**src/rtl/acqtrig_pkg.sv**
```systemverilog
package acqtrig_pkg;
  // Strobes issued by the control unit to the datapath each cycle
  typedef struct packed {
    logic scanLoad;   // capture configuration, start line 0
    logic lineFire;   // advance to the next X line, reload timer
    logic cntDec;     // count the spacing timer down
  } dpCmd_t;

  localparam int MATRIX_TYPE = 0;
endpackage

```
**src/rtl/acqtrig_dp.sv**
```systemverilog
module acqtrig_dp
  import acqtrig_pkg::*;
#(
  parameter int TIM_W = 16,
  parameter int LINE_W = 4,
  parameter int SYNC_STAGES = 2
) (
  input  logic              clk,
  input  logic              rst,
  input  logic              syncPin,
  input  logic [TIM_W-1:0]  syncTim,
  input  logic [LINE_W-1:0] lineCntM1,
  input  dpCmd_t            cmd,
  output logic              syncFall,
  output logic              cntZero,
  output logic              atLastLine,
  output logic [LINE_W-1:0] lineIdx
);
  localparam int PIPE_W = SYNC_STAGES + 1;

  // stages [0..SYNC_STAGES-1] synchronize; the top stage holds the previous value
  logic [PIPE_W-1:0] syncPipe;
  logic [TIM_W-1:0]  timLat;
  logic [LINE_W-1:0] lastLat;
  logic [TIM_W-1:0]  cnt;

  function automatic logic [TIM_W-1:0] reloadOf(input logic [TIM_W-1:0] t);
    return (t == '0) ? '0 : t - 1'b1;
  endfunction

  always_ff @(posedge clk) begin
    if (rst) syncPipe <= '0;
    else     syncPipe <= {syncPipe[PIPE_W-2:0], syncPin};
  end

  assign syncFall = syncPipe[PIPE_W-1] & ~syncPipe[PIPE_W-2];

  always_ff @(posedge clk) begin
    if (rst) begin
      timLat  <= '0;
      lastLat <= '0;
      cnt     <= '0;
      lineIdx <= '0;
    end else if (cmd.scanLoad) begin
      timLat  <= syncTim;
      lastLat <= lineCntM1;
      cnt     <= reloadOf(syncTim);
      lineIdx <= '0;
    end else if (cmd.lineFire) begin
      cnt     <= reloadOf(timLat);
      lineIdx <= lineIdx + 1'b1;
    end else if (cmd.cntDec && cnt != '0) begin
      cnt <= cnt - 1'b1;
    end
  end

  assign cntZero    = (cnt == '0);
  assign atLastLine = (lineIdx == lastLat);
endmodule

```
**src/rtl/acqtrig_ctrl.sv**
```systemverilog
module acqtrig_ctrl
  import acqtrig_pkg::*;
#(
  parameter int NUM_TYPES = 4
) (
  input  logic                 clk,
  input  logic                 rst,
  input  logic [NUM_TYPES-1:0] acqReq,
  input  logic [NUM_TYPES-1:0] syncEn,
  input  logic                 syncFall,
  input  logic                 cntZero,
  input  logic                 atLastLine,
  output dpCmd_t               cmd,
  output logic [NUM_TYPES-1:0] typeStart,
  output logic                 xStart,
  output logic                 scanDone
);
  logic [NUM_TYPES-1:0] pending;
  logic [NUM_TYPES-1:0] cfgEn;
  logic                 scanning;
  logic [NUM_TYPES-1:0] eligible;
  logic [NUM_TYPES-1:0] grant;
  logic                 startScan;
  logic                 lineStep;
  logic                 scanEnd;

  assign eligible = pending & (~cfgEn | {NUM_TYPES{syncFall}});

  // Fixed priority: descending loop so the lowest eligible index wins
  always_comb begin
    grant = '0;
    if (!scanning) begin
      for (int i = NUM_TYPES - 1; i >= 0; i--) begin
        if (eligible[i]) begin
          grant    = '0;
          grant[i] = 1'b1;
        end
      end
    end
  end

  assign startScan = grant[MATRIX_TYPE];
  assign scanEnd   = scanning && atLastLine;
  assign lineStep  = scanning && !atLastLine && cntZero;

  always_comb begin
    cmd.scanLoad = startScan;
    cmd.lineFire = lineStep;
    cmd.cntDec   = scanning && !atLastLine && !cntZero;
  end

  always_ff @(posedge clk) begin
    if (rst) begin
      pending   <= '0;
      cfgEn     <= '0;
      scanning  <= 1'b0;
      typeStart <= '0;
      xStart    <= 1'b0;
      scanDone  <= 1'b0;
    end else begin
      pending   <= (pending & ~grant) | (acqReq & ~pending);
      typeStart <= grant;
      xStart    <= startScan | lineStep;
      scanDone  <= scanEnd;
      if (!scanning) cfgEn <= syncEn;
      if (startScan)    scanning <= 1'b1;
      else if (scanEnd) scanning <= 1'b0;
    end
  end
endmodule

```
**src/rtl/mains_sync_trigger.sv**
```systemverilog
module mains_sync_trigger
  import acqtrig_pkg::*;
#(
  parameter int NUM_TYPES = 4,
  parameter int TIM_W = 16,
  parameter int LINE_W = 4
) (
  input  logic                 clk,
  input  logic                 rst,
  input  logic                 syncPin,
  input  logic [NUM_TYPES-1:0] acqReq,
  input  logic [NUM_TYPES-1:0] syncEn,
  input  logic [TIM_W-1:0]     syncTim,
  input  logic [LINE_W-1:0]    lineCntM1,
  output logic [NUM_TYPES-1:0] typeStart,
  output logic                 xStart,
  output logic [LINE_W-1:0]    xIndex,
  output logic                 scanDone
);
  dpCmd_t cmd;
  logic   syncFall;
  logic   cntZero;
  logic   atLastLine;

  acqtrig_ctrl #(.NUM_TYPES(NUM_TYPES)) uCtrl (
    .clk(clk), .rst(rst), .acqReq(acqReq), .syncEn(syncEn),
    .syncFall(syncFall), .cntZero(cntZero), .atLastLine(atLastLine),
    .cmd(cmd), .typeStart(typeStart), .xStart(xStart), .scanDone(scanDone)
  );

  acqtrig_dp #(.TIM_W(TIM_W), .LINE_W(LINE_W)) uDp (
    .clk(clk), .rst(rst), .syncPin(syncPin), .syncTim(syncTim),
    .lineCntM1(lineCntM1), .cmd(cmd), .syncFall(syncFall),
    .cntZero(cntZero), .atLastLine(atLastLine), .lineIdx(xIndex)
  );
endmodule

```
**config.mk**
```make
export PLATFORM = sky130hd
export DESIGN_NAME = mains_sync_trigger
export DESIGN_NICKNAME = d
export VERILOG_FILES = /design/src/rtl/acqtrig_pkg.sv /design/src/rtl/acqtrig_dp.sv /design/src/rtl/acqtrig_ctrl.sv /design/src/rtl/mains_sync_trigger.sv
export SDC_FILE = /design/constraint.sdc
export NUM_CORES = 1
export LEC_CHECK = 0
export BUFFER_PORTS_ARGS = -buffer_cell sky130_fd_sc_hd__buf_2
export CORE_MARGIN = 1
export CORE_UTILIZATION = 40
export DETAILED_ROUTE_END_ITERATION = 10
export PLACE_DENSITY = 0.55
export SETUP_SLACK_MARGIN = 0.1
export SYNTH_ARGS = -nofsm -noshare
export SYNTH_HDL_FRONTEND = slang
export SYNTH_SLANG_ARGS = --single-unit
```
**constraint.sdc**
```tcl
create_clock -name clk -period 2.7 [get_ports clk]
set_input_delay 0.54 -clock clk [delete_from_list [all_inputs] [get_ports clk]]
set_output_delay 0.54 -clock clk [all_outputs]
set_load 0.01 [all_outputs]
```
==> out/metrics.cfg, run 1 <==
[clock_network]
clkTransAtPathRegs_ns = 0.08
cts_setup_buffers = 0
cts_max_level = 3
cts_buffer_depth = 2
cts_buffers = 9
root_buffer = clkbuf_8
cts-resized-gates = 0
clk-insertion-delay-late_ns = 0.34
cts_num_sinks = 58
cts_hold_buffers = 0
cts_tree = done

[placed_design]
portBuffers = 40
post-dp-hpwl_um = 6310
place_inst = 547
place_ws_ns = 0.289
placed_cell_area_um2 = 3580
gp_congestion = 0.799

[timing]
timing.hold.ws_ns = 0.423
hold_viol = 0
fin_crit_ns = 2.47
finalSetupViolCount = 0
finalSetupTns_ns = 0
worst_slew_pin_slew_ns = 0.832
fmax_mhz = 405
slew_headroom_pct = 44.3
rsz0062_at_grt = no
setup_slack_ns = 0.234
final_max_slew_viol_count = 0
final_min_period_over_clock_period_pct = 91.3
finalClockSkew_ns = 0.0110

[detailed_routing]
routed-via-count = 3066
wire_per_inst_um = 15.7
drt-pass1-iter-count = 4
routed_wl_um = 8870
drc = 0
post_drt_via_cell_ratio = 5.45
final_antenna_net_count = 0
initialDrtViolationCount = 197

[cells_and_area]
drive_gt1_share_pct = 18.0
fin_cells = 563
fillers = 823
nets = 493
finish.utilization_pct = 49.1
antenna_cells = 0
final_area_um2 = 3830
syn_to_final_growth_pct = 17.9

[run_status]
outcome = complete, no violations

[synthesis]
synth_cells = 413
synth_seq_cells = 58
ys_seq_area_share_pct = 35.7
yosys_warnings = 0
synthArstFlopShare_pct = 0
syn_area_um2 = 3250
synth.distinct_cells = 52
synth_edf_count = 0
synth_fp_nets = 450
syn_area_per_cell_um2 = 7.87
synth_ff_type = dfxtp_1

[global_route]
grt_usage_pct = 22.9
grt_pass1_vias = 2973
grt_antenna_before_repair = 0
grt_max_degree = 42
grt_pass1_wl_um = 15200
grt-ovfl-total = 0

[power_and_ir_drop]
vdd_drop_max_uv = 290
powerDensity_nw_per_um2 = 736
p_leak_nw = 1.53
power_mw = 2.82

[die]
start_util_pct = 41.6
die_h_um = 92.1
die-area_um2 = 8490
fp-row-count = 32
fp.dieW_um = 92.1
coreArea_um2 = 7810
io_pins = 41

[worst_setup_path]
slowest_delay_ns = 0.44
crit_family = simple AND/OR/NAND/NOR gates
worst-setup-path-type = flop to flop
cpMaxStageDelayCell = and4_1
start_kind = flop
arrival_ns = 2.68
worstPathMaxFanout = 8
cp.required_ns = 2.91
cp_num_buf_inv = 0
critPathCaptureType = flop
crit_chain = nor4_4 -> and4bb_1 -> and4_1 -> mux2_2 -> a221oi_1 -> nor3_1

[flow_run]
timing.max_cap.violations = 0

[worst_hold_path]
min_path_type = input port to flop

[power breakdown]
part           leakage [nW]  switching (mW)  total, mW  internal, mW
Clock                 0.124           0.400       1.02         0.623
Sequential            0.475          0.0796       1.01         0.926
Combinational         0.927           0.446      0.791         0.345
Total                  1.53           0.926       2.82          1.89
[Yosys cell counts, types with 4 or more instances]
cell	instances	area [µm²]
nand3_1	6	30.0
nand2_1	66	248
nand4_1	7	43.8
dfxtp_1	58	1160
a211oi_1	9	67.6
a21oi_1	37	185
a221oi_1	5	43.8
o31ai_1	4	30.0
mux2i_1	6	60.1
o21ai_0	9	45.0
nor2_1	40	150
a31oi_1	6	37.5
xor2_1	18	158
nor3b_1	4	30.0
clkbuf_1	11	41.3
xnor2_1	16	140
nor4_1	12	75.1
buf_2	5	25.0
nor3_1	25	125
ha_1	6	75.1
inv_1	14	52.6
[metal layers]
layer  up-vias  part of all wire (%)  wire length [µm]  global-route usage [%]
li1       1559                     -                 -                       -
met2        69                    46              4040                    36.9
met1      1429                    51              4490                    31.7
met4         0                  0.95                84                    6.64
met3         9                   2.9               255                    2.99
met5         -                     0                 0                       0
[cell families (layout without fill, tap and decap cells)]
family                   Yosys count  after routing  share of synthesized area (%)
XOR/XNOR                          34             34                           9.16
AND/OR/NAND/NOR                  187            187                           29.0
multiplexers                      10             10                           3.35
buffers and inverters             35             83                           4.58
AO/OA/AOI/OAI                     83             83                           15.9
flip-flops                        58             58                           35.7
adder cells (fa/ha/maj)            6              6                           2.31
[worst paths after layout]
path | depth (start not counted) | startpoint | end | slack [ns]
worst max-delay path | 6 | uDp.cnt[6] | uDp.cnt[7] | 0.23
worst min register to register | 1 | uDp.syncPipe[0] | uDp.syncPipe[1] | 0.44
worst max register to register | 6 | uDp.cnt[6] | uDp.cnt[7] | 0.23
worst min-delay path | 2 | acqReq[3] | uCtrl.pending[3] | 0.42
[flip-flops by register name (all words and copies together) (netlist names), 3 cells and up]
register / flops
uDp.syncPipe: 3
uDp.cnt: 16
uDp.lineIdx: 4
uCtrl.cfgEn: 4
uCtrl.typeStart: 4
uDp.timLat: 16
uCtrl.pending: 4
uDp.lastLat: 4
[placed cells by master (no fill, tap or decap), types with 4 or more instances in the layout]
master,count
nand2_1,66
dfxtp_1,58
nor2_1,40
buf_2,40
a21oi_1,36
nor3_1,25
xor2_1,18
xnor2_1,16
inv_1,14
buf_4,13
nor4_1,12
o21ai_0,9
a211oi_1,9
clkbuf_8,9
nand4_1,7
a31oi_1,6
nand3_1,6
mux2i_1,6
ha_1,6
a221oi_1,5
nor3b_1,4
o31ai_1,4
[cell type report]
class	count	area, µm²	share of cell area, %
multi-input combinational	320	1940	50.7
sequential	58	1160	30.3
timing repair buffer	53	298	7.77
tap	102	128	3.33
clock inverter	7	125	3.26
clock buffer	9	124	3.23
inverter	14	52.6	1.37
(Power assumes the default switching activity.)
==> run 2: changes to the inputs <==
CORE_UTILIZATION = 46   (was 40)
PLACE_DENSITY = 0.62   (was 0.55)
SETUP_SLACK_MARGIN = 0.3   (was 0.1)
==> out/metrics.cfg, run 2 (synthesis gave the netlist of run 1 again) <==
[run_status]
outcome = complete, no violations

[power_and_ir_drop]
p_leak_nw = 1.53  ; about the same
powerDensity_nw_per_um2 = 710  ; -3.5%
vdd_drop_max_uv = 343  ; +18%

[cells_and_area]
syn_to_final_growth_pct = 18.0  ; about the same
drive_gt1_share_pct = 18.6  ; +0.57 points
fillers = 671  ; -18%
finish.utilization_pct = 56.4  ; +7.4 points
multi_input_area_um2 = 1950  ; +0.26%
seq_area_um2 = 1160  ; unchanged
antenna_cells = 0  ; unchanged
layout_common_cells = nand2_1 (66), dfxtp_1 (58), nor2_1 (40), buf_2 (40), a21oi_1 (36)
nets = 495  ; +0.41%
reg_top3 = uDp.cnt (16), uDp.timLat (16)
final_area_um2 = 3830  ; about the same
final_common_cell = nand2_1

[clock_network]
cts-resized-gates = 0  ; unchanged
cts_buffer_depth = 2  ; unchanged
clk-insertion-delay-late_ns = 0.34  ; about the same
cts_max_level = 3  ; unchanged
cts_hold_buffers = 0  ; unchanged
root_buffer = clkbuf_8
cts_tree = done
clkTransAtPathRegs_ns = 0.08  ; about the same
cts_buffers = 9  ; unchanged
cts_setup_buffers = 0  ; unchanged
cts_num_sinks = 58  ; unchanged

[timing]
final_min_period_over_clock_period_pct = 84.7  ; -6.7 points
timing.hold.ws_ns = 0.418  ; -0.00478 ns
fmax_mhz = 437  ; +7.9%
worst_slew_pin_slew_ns = 0.628  ; -0.204 ns
hold_viol = 0  ; unchanged
finalClockSkew_ns = 0.00841  ; -0.00257 ns
rsz0062_at_grt = no
fin_crit_ns = 2.29  ; -0.180 ns
slew_headroom_pct = 58.0  ; +14 points
finalSetupViolCount = 0  ; unchanged
finalSetupTns_ns = 0  ; unchanged
final_max_slew_viol_count = 0  ; unchanged

[flow_run]
timing.max_cap.violations = 0  ; unchanged

[worst_setup_path]
cp.required_ns = 2.92  ; about the same
worst-setup-path-type = flop to flop
critPathCaptureType = flop
start_kind = flop
arrival_ns = 2.50  ; -0.18 ns
worstPathMaxFanout = 17  ; +9
r2r_setup_slack_ns = 0.41  ; +0.18 ns

[die]
coreArea_um2 = 6790  ; -13%
die-area_um2 = 7410  ; -13%
start_util_pct = 47.8  ; +6.2 points
fp.dieW_um = 86.1  ; -6.6%
fp-row-count = 30  ; -6.3%
io_pins = 41  ; unchanged
die_h_um = 86.1  ; -6.6%

[detailed_routing]
wire_per_inst_um = 15.1  ; -3.9%
post_drt_via_cell_ratio = 5.47  ; +0.35%
initialDrtViolationCount = 165  ; -16%
drc = 0  ; unchanged
routed_wl_um = 8460  ; -4.6%
drt-pass1-iter-count = 4  ; unchanged
final_antenna_net_count = 0  ; unchanged
routed-via-count = 3055  ; -0.36%

[global_route]
grt_pass1_wl_um = 13900  ; -8.0%
grt_antenna_before_repair = 0  ; unchanged
grt-ovfl-total = 0  ; unchanged
grt_usage_pct = 24.3  ; +1.4 points
grt_pass1_vias = 2810  ; -5.5%
grt_max_degree = 36  ; -14%

[worst_hold_path]
min_path_type = input port to flop

[placed_design]
gp_congestion = 0.853  ; +6.6%
placed_cell_area_um2 = 3600  ; +0.56%
portBuffers = 40  ; unchanged
post-dp-hpwl_um = 6040  ; -4.2%

[run 2: cell types whose count changed in the layout (fill, tap and decap cells not counted)]
cell        before  now
inv_6            2    1
buf_4           13   14
clkinv_2         0    1
nor3_2           0    1
clkinv_4         2    0
clkinvlp_4       0    2
clkbuf_8         9   10
buf_12           0    1
bufinv_16        3    2
nor3_1          25   24
[run 2: routing by layer]
| layer | vias to the layer above | routed length (µm) | GRT usage (%) |
|---|---|---|---|
| met2 | 67 | 3720 | 38.0 |
| li1 | 1559 | - | - |
| met5 | - | 0 | 0 |
| met3 | 9 | 368 | 5.00 |
| met1 | 1420 | 4260 | 33.4 |
| met4 | 0 | 107 | 7.58 |
[run 2: critical path, cell delays in order, from the launching register on]
cell,delay [ns]
dfxtp_1,0.36
nor4_4,0.38
and4bb_1,0.27
and4_1,0.30
buf_4,0.26
mux2i_1,0.10
a221oi_1,0.39
nor3_1,0.09
[run 2: area by class of cell]
class	count	share of cell area (%)
clock inverters	6	2.32
multi-input cells	320	50.8
flip-flops and latches	58	30.3
well taps	96	3.13
inverters	14	1.37
clock buffers	10	3.59
repair buffers	55	8.48
[run 2: per-stage QoR]
step                      power (mW)  cells  setup WS (ns)
final                           2.72    559          0.413
after detailed placement        1.80    543          0.354
after global routing            2.88    559          0.310
after floorplan                 1.57    413          0.644
after CTS                       2.72    559          0.465
after global placement          1.79    543          0.369
[run 2: final timing paths]
kind                                       from         endpoint  cells past startpoint
worst min-delay path                    syncPin  uDp.syncPipe[0]                      2
worst min register to register  uDp.syncPipe[0]  uDp.syncPipe[1]                      1
worst max register to register       uDp.cnt[6]       uDp.cnt[2]                      7
worst max-delay path                 uDp.cnt[6]       uDp.cnt[2]                      7
[run 2: where the power goes]
| part | internal (mW) | switching (mW) |
|---|---|---|
| clock network | 0.546 | 0.378 |
| logic | 0.354 | 0.436 |
| registers | 0.926 | 0.0822 |
==> run 3: changes to the inputs <==
clock period = 2.35 ns   (was 2.7 ns; I/O delays follow)
==> out/metrics.cfg, run 3 (synthesis gave the netlist of run 1 again) <==
[power_and_ir_drop]
seqPwrFrac_pct = 35.5  ; -1.5 points
p_switching_mw = 1.09  ; +21%
powerDensity_nw_per_um2 = 791  ; +11%
vdd_drop_max_uv = 466  ; +36%
comb_power_share_pct = 32.1  ; +3.1 points
intPower_mw = 2.18  ; +19%
switching_share_pct = 33.3  ; +0.36 points
p_leak_nw = 1.68  ; +9.8%
clockPowerShare_pct = 32.4  ; -1.6 points

[timing]
fin_crit_ns = 2.00  ; -0.291 ns
final_min_period_over_clock_period_pct = 84.9  ; +0.24 points
finalSetupViolCount = 0  ; unchanged
fmax_mhz = 501  ; +15%
hold_viol = 0  ; unchanged
finalClockSkew_ns = 0.0117  ; +0.00325 ns
final_max_slew_viol_count = 0  ; unchanged
worst_slew_pin_slew_ns = 0.437  ; -0.191 ns
timing.hold.ws_ns = 0.358  ; -0.0604 ns
rsz0062_at_grt = yes
slew_headroom_pct = 70.6  ; +13 points
setup_slack_ns = 0.354  ; -0.0592 ns

[detailed_routing]
drc = 0  ; unchanged
routed-via-count = 3121  ; +2.2%
wire_per_inst_um = 15.0  ; -0.95%
post_drt_via_cell_ratio = 5.37  ; -1.7%
drt-pass1-iter-count = 4  ; unchanged
final_antenna_net_count = 0  ; unchanged
initialDrtViolationCount = 170  ; +3.0%
routed_wl_um = 8710  ; +2.9%

[die]
die-area_um2 = 7410  ; unchanged
start_util_pct = 47.8  ; unchanged
fp-row-count = 30  ; unchanged
die_h_um = 86.1  ; unchanged
coreArea_um2 = 6790  ; unchanged
io_pins = 41  ; unchanged
fp.dieW_um = 86.1  ; unchanged

[worst_setup_path]
worst-setup-path-type = flop to flop
start_kind = flop
cp.required_ns = 2.58  ; -0.34 ns
worstSetupEndpoint = uDp.cnt[7]
reg2reg_to = uDp.cnt[7]
crit_start = uDp.cnt[6]
r2r_setup_slack_ns = 0.35  ; -0.06 ns
cpMaxStageDelayCell = dfxtp_1
crit_chain = nor4_4 -> and4bb_1 -> and4_4 -> mux2_2 -> a221oi_2 -> nor3_1
critPathCaptureType = flop
slowest_delay_ns = 0.36  ; -0.03 ns
worstPathMaxFanout = 7  ; -10
reg2reg_depth = 6  ; -1
arrival_ns = 2.22  ; -0.28 ns
timing.rr.start = uDp.cnt[6]

[placed_design]
placed_cell_area_um2 = 3670  ; +1.9%
post-dp-hpwl_um = 6160  ; +2.0%
place_ws_ns = -0.00907  ; -0.364 ns
portBuffers = 40  ; unchanged
gp_congestion = 0.949  ; +11%

[global_route]
grt_max_degree = 41  ; +14%
grt_usage_pct = 24.8  ; +0.58 points
grt_pass1_wl_um = 14200  ; +1.9%
grt_pass1_vias = 2899  ; +3.2%
grt_antenna_before_repair = 0  ; unchanged
grt-ovfl-total = 0  ; unchanged

[cells_and_area]
syn_to_final_growth_pct = 27.1
finish.utilization_pct = 60.8  ; +4.4 points
final_area_um2 = 4130  ; +7.7%
layout_common_cells = nand2_1 (65), dfxtp_1 (51), buf_2 (40), nor2_1 (39), a21oi_1 (36)
reg_top3 = uDp.cnt (16), uDp.timLat (16)
drive_gt1_share_pct = 27.2  ; +8.6 points
final_common_cell = nand2_1
antenna_cells = 0  ; unchanged
nets = 517  ; +4.4%

[clock_network]
clkTransAtPathRegs_ns = 0.08  ; about the same
cts_buffers = 9  ; unchanged
cts_hold_buffers = 0  ; unchanged
clk-insertion-delay-late_ns = 0.34  ; about the same
root_buffer = clkbuf_8
cts_buffer_depth = 2  ; unchanged
cts_max_level = 3  ; unchanged
cts_tree = done
cts_num_sinks = 58  ; unchanged

[worst_hold_path]
min_path_type = input port to flop

[flow_run]
timing.max_cap.violations = 0  ; unchanged

[run_status]
outcome = complete, no violations

-- run 3: worst min path at each step --
stage / start / endpoint / slack [ns] / cells past startpoint
detailed placement: uDp.syncPipe[0] / uDp.syncPipe[1] / 0.43 / 1
global route: syncPin / uDp.syncPipe[0] / 0.34 / 2
floorplan: uDp.syncPipe[0] / uDp.syncPipe[1] / 0.41 / 1
finish: acqReq[3] / uCtrl.pending[3] / 0.36 / 2
CTS: acqReq[3] / uCtrl.pending[3] / 0.34 / 2
global placement: uDp.syncPipe[0] / uDp.syncPipe[1] / 0.43 / 1
-- run 3: worst max-delay path: cells and delay by family, from the launching register on --
family          cells  cell delay [ns]
simple gates        4             0.91
compound gates      1             0.26
flops               1             0.36
mux                 1             0.35
-- run 3: power by group through the flow --
stage / combinational (mW) / clock (mW) / sequential (mW)
final: 1.05 / 1.06 / 1.16
after global routing: 1.15 / 1.13 / 1.17
after CTS: 0.953 / 1.08 / 1.16
after detailed placement: 0.918 / 0 / 1.18
after global placement: 0.913 / 0 / 1.17
after floorplan: 0.653 / 0 / 1.15
-- run 3: repair_timing --
item	in CTS	in global routing
endpoints found under the setup margin	16	16
gates resized for setup	11	25
pin swaps	2	7
buffers inserted	4	9
-- run 3: final cells by class --
cell class	instances	area (µm²)
Fill cell	644	2660
Multi-Input combinational cell	320	2060
Sequential cell	58	1170
Timing Repair Buffer	77	498
Clock buffer	9	124
Tap cell	96	120
Clock inverter	7	101
Inverter	14	52.6
-- run 3: per-stage QoR --
stage / total power, mW / setup TNS, ns / std cells
2_1_floorplan: 1.81 / 0 / 413
3_3_place_gp: 2.08 / 0 / 552
3_5_place_dp: 2.09 / -0.00907 / 552
4_1_cts: 3.19 / 0 / 572
5_1_grt: 3.45 / 0 / 581
6_report: 3.27 / 0 / 581
-- run 3: per-layer routing --
layer  up-vias  track usage, %  share of wire (%)
met1      1453            33.9                 49
met2        60            38.9                 45
li1       1598               -                  -
met3        10            5.29                4.1
met5         -               0                  0
met4         0            8.33                1.8
